`src/rtl/i2ct_pkg.sv`:
```
package i2ct_pkg;
  localparam int unsigned ID_CNT = 2;

  typedef enum logic {
    TXS_MIRROR = 1'b0,
    TXS_EARLY  = 1'b1
  } txs_mode_e;

  typedef struct packed {
    logic hit;
    logic gc;
    logic rd;
  } addr_res_t;
endpackage

```
`src/rtl/i2ct_id_cmp.sv`:
```
module i2ct_id_cmp #(
  parameter int unsigned W = 8
) (
  input  logic [W-1:0] byte_in,
  input  logic [W-1:0] id_in,
  output logic         hit
);
  localparam logic [W-1:0] CMP_MASK = ~W'(1);

  always_comb hit = (((byte_in ^ id_in) & CMP_MASK) == '0);
endmodule

```
`src/rtl/i2ct_addr_dec.sv`:
```
module i2ct_addr_dec
  import i2ct_pkg::*;
#(
  parameter int unsigned W = 8,
  parameter int unsigned N = ID_CNT
) (
  input  logic                clk,
  input  logic                rst_n,
  input  logic                addr_done,
  input  logic [W-1:0]        addr_byte,
  input  logic [N-1:0][W-1:0] ids,
  input  logic                gc_en,
  input  logic [W-1:0]        alt_id,
  output addr_res_t           now_res,
  output logic                match_q,
  output logic                gc_q
);
  logic [N-1:0] id_hit;
  logic         alt_hit;
  logic         any_hit;

  for (genvar i = 0; i < N; i++) begin : g_id
    i2ct_id_cmp #(.W(W)) u_cmp (
      .byte_in(addr_byte),
      .id_in  (ids[i]),
      .hit    (id_hit[i])
    );
  end

  always_comb begin
    alt_hit     = gc_en && (addr_byte == alt_id);
    any_hit     = (|id_hit) || alt_hit;
    now_res.hit = addr_done && any_hit;
    now_res.gc  = addr_done && alt_hit;
    now_res.rd  = addr_done && any_hit && addr_byte[0];
  end

  always_ff @(posedge clk or negedge rst_n) begin
    if (!rst_n) begin
      match_q <= 1'b0;
      gc_q    <= 1'b0;
    end else begin
      match_q <= now_res.hit;
      gc_q    <= now_res.gc;
    end
  end
endmodule

```
`src/rtl/i2ct_txreq.sv`:
```
module i2ct_txreq
  import i2ct_pkg::*;
(
  input  logic      clk,
  input  logic      rst_n,
  input  txs_mode_e mode,
  input  logic      txf_empty,
  input  logic      rd_now,
  input  logic      start_det,
  input  logic      stat_rd,
  output logic      tx_req
);
  logic armed_q;
  logic fire;

  always_comb fire = (mode == TXS_EARLY) && rd_now && armed_q;

  always_ff @(posedge clk or negedge rst_n) begin
    if (!rst_n) begin
      armed_q <= 1'b1;
      tx_req  <= 1'b1;
    end else begin
      if (start_det)  armed_q <= 1'b1;
      else if (fire)  armed_q <= 1'b0;

      if (mode == TXS_MIRROR) tx_req <= txf_empty;
      else if (fire)          tx_req <= 1'b1;
      else if (stat_rd)       tx_req <= 1'b0;
    end
  end
endmodule

```
`src/rtl/i2ct_underflow.sv`:
```
module i2ct_underflow (
  input  logic clk,
  input  logic rst_n,
  input  logic rd_now,
  input  logic start_det,
  input  logic stop_det,
  input  logic rd_need,
  input  logic txf_empty,
  input  logic stat_rd,
  output logic tx_underflow
);
  logic rd_active_q;
  logic set_now;

  always_comb set_now = rd_need && rd_active_q && txf_empty;

  always_ff @(posedge clk or negedge rst_n) begin
    if (!rst_n) begin
      rd_active_q  <= 1'b0;
      tx_underflow <= 1'b0;
    end else begin
      if (start_det || stop_det) rd_active_q <= 1'b0;
      else if (rd_now)           rd_active_q <= 1'b1;

      if (set_now)      tx_underflow <= 1'b1;
      else if (stat_rd) tx_underflow <= 1'b0;
    end
  end
endmodule

```
`src/rtl/i2c_tgt_addr_txreq.sv`:
```
module i2c_tgt_addr_txreq
  import i2ct_pkg::*;
(
  input  logic       clk,
  input  logic       rst_n,
  input  logic       start_det,
  input  logic       stop_det,
  input  logic       addr_done,
  input  logic [7:0] addr_byte,
  input  logic       rd_need,
  input  logic       txf_empty,
  input  logic       stat_rd,
  input  logic       early_req_en,
  input  logic       gc_en,
  input  logic [7:0] dev_id_a,
  input  logic [7:0] dev_id_b,
  input  logic [7:0] gc_alt_id,
  output logic       addr_match,
  output logic       gc_match,
  output logic       tx_req,
  output logic       tx_underflow
);
  localparam int unsigned AW = 8;

  logic [ID_CNT-1:0][AW-1:0] id_vec;
  addr_res_t                 res_now;
  txs_mode_e                 mode;

  always_comb begin
    id_vec[0] = dev_id_a;
    id_vec[1] = dev_id_b;
    mode      = txs_mode_e'(early_req_en);
  end

  i2ct_addr_dec #(.W(AW), .N(ID_CNT)) u_dec (
    .clk      (clk),
    .rst_n    (rst_n),
    .addr_done(addr_done),
    .addr_byte(addr_byte),
    .ids      (id_vec),
    .gc_en    (gc_en),
    .alt_id   (gc_alt_id),
    .now_res  (res_now),
    .match_q  (addr_match),
    .gc_q     (gc_match)
  );

  i2ct_txreq u_req (
    .clk      (clk),
    .rst_n    (rst_n),
    .mode     (mode),
    .txf_empty(txf_empty),
    .rd_now   (res_now.rd),
    .start_det(start_det),
    .stat_rd  (stat_rd),
    .tx_req   (tx_req)
  );

  i2ct_underflow u_ufl (
    .clk         (clk),
    .rst_n       (rst_n),
    .rd_now      (res_now.rd),
    .start_det   (start_det),
    .stop_det    (stop_det),
    .rd_need     (rd_need),
    .txf_empty   (txf_empty),
    .stat_rd     (stat_rd),
    .tx_underflow(tx_underflow)
  );
endmodule

```
`config.mk`:
```
export PLATFORM = sky130hd
export DESIGN_NAME = i2c_tgt_addr_txreq
export DESIGN_NICKNAME = d
export VERILOG_FILES = /design/src/rtl/i2ct_pkg.sv /design/src/rtl/i2ct_id_cmp.sv /design/src/rtl/i2ct_addr_dec.sv /design/src/rtl/i2ct_txreq.sv /design/src/rtl/i2ct_underflow.sv /design/src/rtl/i2c_tgt_addr_txreq.sv
export SDC_FILE = /design/constraint.sdc
export NUM_CORES = 1
export LEC_CHECK = 0
export BUFFER_PORTS_ARGS = -buffer_cell sky130_fd_sc_hd__buf_2
export CAP_MARGIN = 10
export CELL_PAD_IN_SITES_DETAIL_PLACEMENT = 1
export CELL_PAD_IN_SITES_GLOBAL_PLACEMENT = 1
export CORE_MARGIN = 5
export CORE_UTILIZATION = 25
export CTS_CLUSTER_DIAMETER = 40
export CTS_CLUSTER_SIZE = 20
export DETAILED_ROUTE_END_ITERATION = 10
export PLACE_DENSITY = 0.81
export SYNTH_ARGS = -nofsm -noshare
export SYNTH_HDL_FRONTEND = slang
export SYNTH_SLANG_ARGS = --single-unit
```
`constraint.sdc`:
```
create_clock -name clk -period 1.1 [get_ports clk]
set_input_delay 0.165 -clock clk [delete_from_list [all_inputs] [get_ports clk]]
set_output_delay 0.165 -clock clk [all_outputs]
set_load 0.005 [all_outputs]
```
# After elaboration in Yosys (flattened, before gate mapping)

Cells that the tools add are included.

Flip-flop bits (word level): 6
Memory bits (read-only): 0
Memories: 0
Output and inout port bits: 4
Bits in latches: 0
Memory bits (writable): 0
Bits of input ports: 42
Logic and storage cells: 34

Divide/modulo/power cells: 0
$add $sub $neg: 0
Equality and inequality tests: 2
Reduce and logical (&&, ||, !) cells: 16
Multiply operators: 0
$lt $le $gt $ge: 0
Bitwise gates (word level): 2
Shift operators: 0
Multiplexer cells: 8

Operators with widths:

| operator                                                                | number |
|---|---|
| 8-bit logical NOT                                                       | 2 |
| 8-bit XOR                                                               | 2 |
| 8-bit == test                                                           | 1 |
| 1-bit logical AND                                                       | 8 |
| 1-bit two-way mux                                                       | 8 |
| 2-bit nonzero test                                                      | 3 |
| 3-bit by 2-bit inequality test with 1-bit output, second input constant | 1 |
| 1-bit logical OR                                                        | 2 |
| 2-bit OR reduction                                                      | 1 |

# Longest topological paths before layout

Gate-level depths: netlist of run 1.

Word-level depth: 10
Gate-level depth with buffers: 5
Depth with buffers taken out: 5

# Cells and area by module

From an unflattened synthesis of run 1, not the netlist that was laid out.

Cell total of the unflattened synthesis: 55
Area, all modules: 520.5 sq um

Modules (own cells, without submodules):

| module         | times used | area an instance (sq um) | cells an instance |
|---|---|---|---|
| i2ct_addr_dec  | 1          | 198.9                    | 22 |
| i2ct_id_cmp    | 2          | 80.1                     | 9 |
| i2ct_txreq     | 1          | 83.8                     | 8 |
| i2ct_underflow | 1          | 77.6                     | 7 |

# Least setup slack after synthesis of run 1

OpenSTA, ideal clock, no wires.

Path kind: input -> register
Start: input addr_byte[2]
End: register u_ufl.rd_active_q
Stages: 5
Arrival: 0.955 ns
Path slack: 0.059 ns
Buffers on the path: 0
Library setup time: 0.087 ns
Cell sequence: xnor2_1 > nand3_1 > nor3_2 > a22oi_2 > a211oi_2

Longest elaborated chain between the ends: 7
Elaborated cells on any way between the ends: 11
Those cells by class: eq/ne (1); bitwise (2); reduce/logical (8)

Ends and longest elaborated chain:

| item                               | line                    | source |
|---|---|---|
| from (decl)                        | i2c_tgt_addr_txreq.sv:9 | `input logic [7:0] addr_byte,` |
| 8-bit XOR                          | i2ct_id_cmp.sv:10       | `always_comb hit = (((byte_in ^ id_in) & CMP_MASK) == '0);` |
| 8-bit logical NOT                  | i2ct_id_cmp.sv:10       |  |
| 2-bit OR reduction                 | i2ct_addr_dec.sv:32     | `any_hit = (\|id_hit) \|\| alt_hit;` |
| 1-bit logical OR (*)               | i2ct_addr_dec.sv:32     |  |
| 1-bit logical AND (*) (2 in a row) | i2ct_addr_dec.sv:35     | `now_res.rd = addr_done && any_hit && addr_byte[0];` |
| 2-bit nonzero test (no line) (*)   | n/a                     |  |
| to (signal assigned)               | i2ct_underflow.sv:19    | `rd_active_q <= 1'b0;` |
| to (signal assigned)               | i2ct_underflow.sv:22    | `if (start_det \|\| stop_det) rd_active_q <= 1'b0;` |
| to (signal assigned)               | i2ct_underflow.sv:23    | `else if (rd_now) rd_active_q <= 1'b1;` |
| to (decl)                          | i2ct_underflow.sv:12    | `logic rd_active_q;` |

Every way passes the cells marked *; elsewhere a longest branch is shown, timed or not.
A chain may end at the register's enable or synchronous reset.

# Final worst setup path of run 1

Start: register u_req.tx_req
End: output tx_req

RTL lines:

| item                   | line                     | source |
|---|---|---|
| from (decl)            | i2ct_txreq.sv:11         | `output logic tx_req` |
| from (signal assigned) | i2ct_txreq.sv:26         | `if (mode == TXS_MIRROR) tx_req <= txf_empty;` |
| to (decl)              | i2c_tgt_addr_txreq.sv:20 | `output logic tx_req,` |

No word-level cell between the ends.

==> results.sh, run 1 <==
export IMPL_drc=0
export IMPL_die_area_um2=2970
export IMPL_grtUsageTotal_pct=11.6
export IMPL_diodes=0
export IMPL_routabilityCongestion=0.687
export IMPL_crit_cells=1
export IMPL_drive_gt1_share_pct=57.0
export IMPL_nNetsFinal=143
export IMPL_placed_area_um2=759
export IMPL_wl_per_cell_um=12.1
export IMPL_antenna_found_initial=0
export IMPL_worstPathRequired_ps=940
export IMPL_cp_slowest_cell="dfstp_2"
export IMPL_cts_sinks=6
export IMPL_avgSynthCellArea_um2=9.91
export IMPL_io_buffers=43
export IMPL_fin_skew_ps=0.109
export IMPL_cellPowerDensity_nw_per_um2=818
export IMPL_period_needed_ps=1040
export IMPL_grt_max_degree=7
export IMPL_finalSetupTns_ps=0
export IMPL_critPathKind="flop to output pin"
export IMPL_worstPathArrival_ps=870
export IMPL_worst_slack_ps=64.0
export IMPL_min_path_type="primary input to flop"
export IMPL_cts_inserted_buffers=3
export IMPL_multi_input_area_um2=350
export IMPL_initial_core_util_pct=25.8
export IMPL_die_y_um=54.5
export IMPL_fmax_mhz=965
export IMPL_cp_end_kind="output pin"
export IMPL_layout_commonest_cell="buf_2"
export IMPL_worst_pin_slew_ps=231
export IMPL_clkLatencyLatePin_ps=250
export IMPL_worstPathMaxFanout=2
export IMPL_start_kind="flop"
export IMPL_syn_num_nets=92
export IMPL_async_flop_share_pct=100
export IMPL_period_share_pct=94.2
export IMPL_max_cap_viol_count=0
export IMPL_critPathMaxStageDelay_ps=520
export IMPL_drt_iter0_drc=1
export IMPL_outcome="complete, no violations"
export IMPL_rsz0062_at_grt="no"
export IMPL_nFillCells=254
export IMPL_seq_area_um2=153
export IMPL_ys_seq_area_share_pct=30.8
export IMPL_io_pins=46
export IMPL_slew_headroom_pct=84.6
export IMPL_synth_edf_count=0
export IMPL_yosysUniqueCellTypes=19
export IMPL_synth_ff_type="dfrtp_1"
export IMPL_whs_ps=78.0
export IMPL_fp_row_count=16
export IMPL_grt_overflow_total=0
export IMPL_area_delta_synth_final_pct=63.6
export IMPL_core_area_um2=1920
export IMPL_setup_viol=0
export IMPL_rrSetupSlack_ps=300
export IMPL_hold_violations=0
export IMPL_ys_ff_latch=6
export IMPL_path_clk_slew_ps=50
export IMPL_cts_root_buf="clkbuf_4"
export IMPL_syn_area_um2=495
export IMPL_via_per_inst=4.43
export IMPL_final_cell_mix="buf_2 (43), xnor2_1 (20), nand3_1 (4), dfrtp_1 (4)"
export IMPL_cts_path_max_buffers=2
export IMPL_vias=562
export IMPL_rr_worst_depth=2
export IMPL_dr_pass1_iters=2
export IMPL_cts_tree="built"
export IMPL_grt_pass1_vias=626
export IMPL_synthCells=50
export IMPL_dp_slack_ps=-155
export IMPL_ant_nets=0
export IMPL_p_leak_nw=0.377
export IMPL_design_area_um2=811
export IMPL_die_w_um=54.5
export IMPL_slew_viol_final=0
export IMPL_irDropWorstVdd_mv=0.259
export IMPL_power_w=0.000663
export IMPL_worstPathCellList="buf_2"
export IMPL_ys_warn_count=0
export IMPL_h_tree_depth=1
export IMPL_grt_pass1_wl_um=2450
export IMPL_wirelength_um=1540
export IMPL_whs_path_depth=2
export IMPL_path_buf_inv=1
export IMPL_cp_top_family="flip-flops"
-- area by class of cell --
type,count,share of cell area [%]
Timing Repair Buffer,46,29.6
Clock buffer,4,3.24
Inverter,2,0.926
Multi-Input combinational cell,42,43.2
Sequential cell,6,18.8
Tap cell,27,4.17
-- cells by family after synthesis --
| kind of cell | Yosys count | synth area share [%] |
|---|---|---|
| XOR/XNOR | 22 | 38.9 |
| flip-flops | 6 | 30.8 |
| AND/OR/NAND/NOR | 12 | 14.4 |
| buffers and inverters | 2 | 1.52 |
| AO/OA/AOI/OAI | 8 | 14.4 |
-- through the flow --
stage,utilization [%],cells
final,42.2,127
after global routing,42.2,127
after CTS,41.4,127
after detailed placement,39.5,122
after global placement,39.5,122
after floorplan,-,50
-- where the power goes --
| group | internal [W] | switching (W) | leakage [nW] |
|---|---|---|---|
| clock network | 0.000138 | 0.0000824 | 0.0150 |
| registers | 0.000227 | 0.00000168 | 0.0768 |
| logic | 0.000125 | 0.0000894 | 0.285 |
| total | 0.000490 | 0.000173 | 0.377 |
-- flip-flops by register name, summed over array words and instances, names as in the netlist --
register,count
u_dec.match_q,1
u_req.armed_q,1
u_req.tx_req,1
u_ufl.tx_underflow,1
u_dec.gc_q,1
u_ufl.rd_active_q,1
-- path summary, 6_finish.rpt --
path,start,endpoint
min,stop_det,u_ufl.rd_active_q
max reg2reg,u_req.armed_q,u_req.tx_req
max in group asynchronous,rst_n,u_req.tx_req
min reg2reg,u_ufl.tx_underflow,u_ufl.tx_underflow
min in group asynchronous,rst_n,u_ufl.tx_underflow
max,u_req.tx_req,tx_req
-- synthesized netlist by cell type, types with 2 or more instances --
master    n  share of area [%]
xnor2_1  22                 39
dfrtp_1   4                 20
nand3_1   4                4.0
nand4_1   3                3.8
dfstp_2   2                 11
inv_1     2                1.5
-- repair_timing --
action,CTS,global route
resized for setup,0,2
setup buffers,0,0
setup endpoints to repair,0,1
hold endpoints to repair,6,0
hold buffers,1,0
-- metal layers --
layer	track usage, %	vias up	part of all wire [%]
met4	6.22	0	1.8
met1	11.7	249	37
met5	0	-	0
met2	20.5	37	50
li1	-	273	-
met3	4.09	3	11
No activity file was read; power rests on OpenSTA's default activity.
==> inputs of run 2 (changes only) <==
- CORE_UTILIZATION: 25 -> 27
- CTS_BUF_LIST: default -> sky130_fd_sc_hd__clkbuf_4
- PLACE_DENSITY: 0.81 -> 0.86
==> results.sh, run 2 (same netlist as run 1, synthesis figures left out) <==
export IMPL_outcome="complete, no violations"
export IMPL_vias=549
export IMPL_die_y_um=52.8
export IMPL_whs_path_depth=2
export IMPL_p_seq_share_pct=36.0
export IMPL_die_w_um=52.8
export IMPL_cts_root_buf="clkbuf_4"
export IMPL_initial_core_util_pct=28.7
export IMPL_setup_viol=0
export IMPL_grt_max_degree=7
export IMPL_finalSetupTns_ps=0
export IMPL_intPower_w=0.000473
export IMPL_routabilityCongestion=0.659
export IMPL_max_cap_viol_count=0
export IMPL_fin_skew_ps=4.17
export IMPL_dr_pass1_iters=2
export IMPL_slew_headroom_pct=85.7
export IMPL_rr_worst_depth=2
export IMPL_cellPowerDensity_nw_per_um2=793
export IMPL_finalNonFillerCells=125
export IMPL_path_buf_inv=1
export IMPL_wl_per_cell_um=11.2
export IMPL_nFillCells=222
export IMPL_cts_tree="built"
export IMPL_drive_gt1_share_pct=57.0
export IMPL_cp_end_kind="output pin"
export IMPL_cts_path_max_buffers=2
export IMPL_ant_nets=0
export IMPL_cts_inserted_buffers=3
export IMPL_antenna_found_initial=0
export IMPL_drc=0
export IMPL_rrSetupSlack_ps=280
export IMPL_layout_commonest_cell="buf_2"
export IMPL_via_per_inst=4.39
export IMPL_h_tree_depth=1
export IMPL_grt_pass1_wl_um=2310
export IMPL_hold_violations=0
export IMPL_fp_row_count=15
export IMPL_worstHoldStart="stop_det"
export IMPL_nNetsFinal=144
export IMPL_power_net_switching_w=0.000165
export IMPL_grt_overflow_total=0
export IMPL_clkPwrFrac_pct=31.1
export IMPL_final_cell_mix="buf_2 (43), xnor2_1 (22), nand3_1 (4), dfrtp_1 (4)"
export IMPL_wirelength_um=1400
export IMPL_rsz0062_at_grt="no"
export IMPL_p_leak_nw=0.371
export IMPL_dp_slack_ps=-172
export IMPL_cts_setup_buffers=0
export IMPL_start_kind="flop"
export IMPL_min_to="u_ufl.rd_active_q"
export IMPL_combPwrFrac_pct=32.9
export IMPL_cts_sinks=6
export IMPL_worstPathMaxFanout=2
export IMPL_worstPathArrival_ps=870
export IMPL_worst_pin_slew_ps=214
export IMPL_cp_top_family="flip-flops"
export IMPL_cp_slowest_cell="dfstp_2"
export IMPL_worstPathRequired_ps=940
export IMPL_core_area_um2=1730
export IMPL_fmax_mhz=968
export IMPL_dp_cells=121
export IMPL_hpwl_um=1310
export IMPL_multi_input_area_um2=342
export IMPL_die_area_um2=2790
export IMPL_critPathKind="flop to output pin"
export IMPL_slew_viol_final=0
export IMPL_r2r_start="u_req.armed_q"
export IMPL_io_pins=46
export IMPL_min_path_type="primary input to flop"
export IMPL_irDropWorstVdd_mv=0.284
export IMPL_drt_iter0_drc=2
export IMPL_io_buffers=43
export IMPL_seq_area_um2=153
export IMPL_r2r_end="u_req.tx_req"
export IMPL_diodes=0
export IMPL_critPathMaxStageDelay_ps=520
export IMPL_period_needed_ps=1030
export IMPL_clkLatencyLatePin_ps=240
export IMPL_period_share_pct=93.9
export IMPL_area_delta_synth_final_pct=62.1
export IMPL_grtUsageTotal_pct=11.2
export IMPL_grt_pass1_vias=608
export IMPL_switching_share_pct=25.8
export IMPL_path_clk_slew_ps=50
export IMPL_worstPathCellList="buf_2"
export IMPL_worst_slack_ps=66.8
==> run 2: worst max-delay path by stage <==
stage	from	endpoint	slack (ps)	cells past startpoint
3_5_place_dp	addr_byte[5]	u_ufl.rd_active_q	-170	6
6_report	u_req.tx_req	tx_req	70	1
3_3_place_gp	addr_byte[5]	u_ufl.rd_active_q	-140	6
2_1_floorplan	addr_byte[2]	u_ufl.rd_active_q	60	5
4_1_cts	u_req.tx_req	tx_req	50	1
5_1_grt	addr_byte[3]	u_req.tx_req	20	6
==> run 2: power groups by stage <==
stage          combinational [W]  sequential, W  clock, W
6_report                0.000210       0.000229  0.000198
5_1_grt                 0.000233       0.000230  0.000220
4_1_cts                 0.000212       0.000229  0.000209
3_5_place_dp            0.000209       0.000232         0
3_3_place_gp            0.000203       0.000232         0
2_1_floorplan          0.0000917       0.000233         0
==> run 2: timing repair <==
action	in CTS	in global routing
gates resized for setup	0	1
endpoints found under the hold margin	6	0
setup endpoints to repair	0	1
hold buffers	1	0
==> run 2: layout make-up <==
cell class / instances / share of cell area [%]
well taps: 25 / 3.89
multi-input cells: 42 / 42.5
flip-flops and latches: 6 / 19.0
clock buffers: 3 / 2.80
inverters: 2 / 0.935
repair buffers: 47 / 30.8
==> run 2: through the flow <==
stage | util, % | hold WS [ps] | instance area [um^2] | total power, W
final | 46.5 | 76.4 | 803 | 0.000637
after global routing | 46.5 | 75.0 | 803 | 0.000683
after CTS | 46.2 | 70.3 | 797 | 0.000651
after detailed placement | 44.3 | -3.74 | 764 | 0.000441
after global placement | 44.3 | -8.14 | 764 | 0.000435
after floorplan | - | -131 | 495 | 0.000324
==> run 2: routing by layer <==
layer  up-vias  part of all wire [%]  GRT usage (%)
met2        37                    45           18.8
met4         0                  0.29           6.38
li1        276                     -              -
met3         2                    18           4.84
met5         -                     0              0
met1       234                    37           11.3
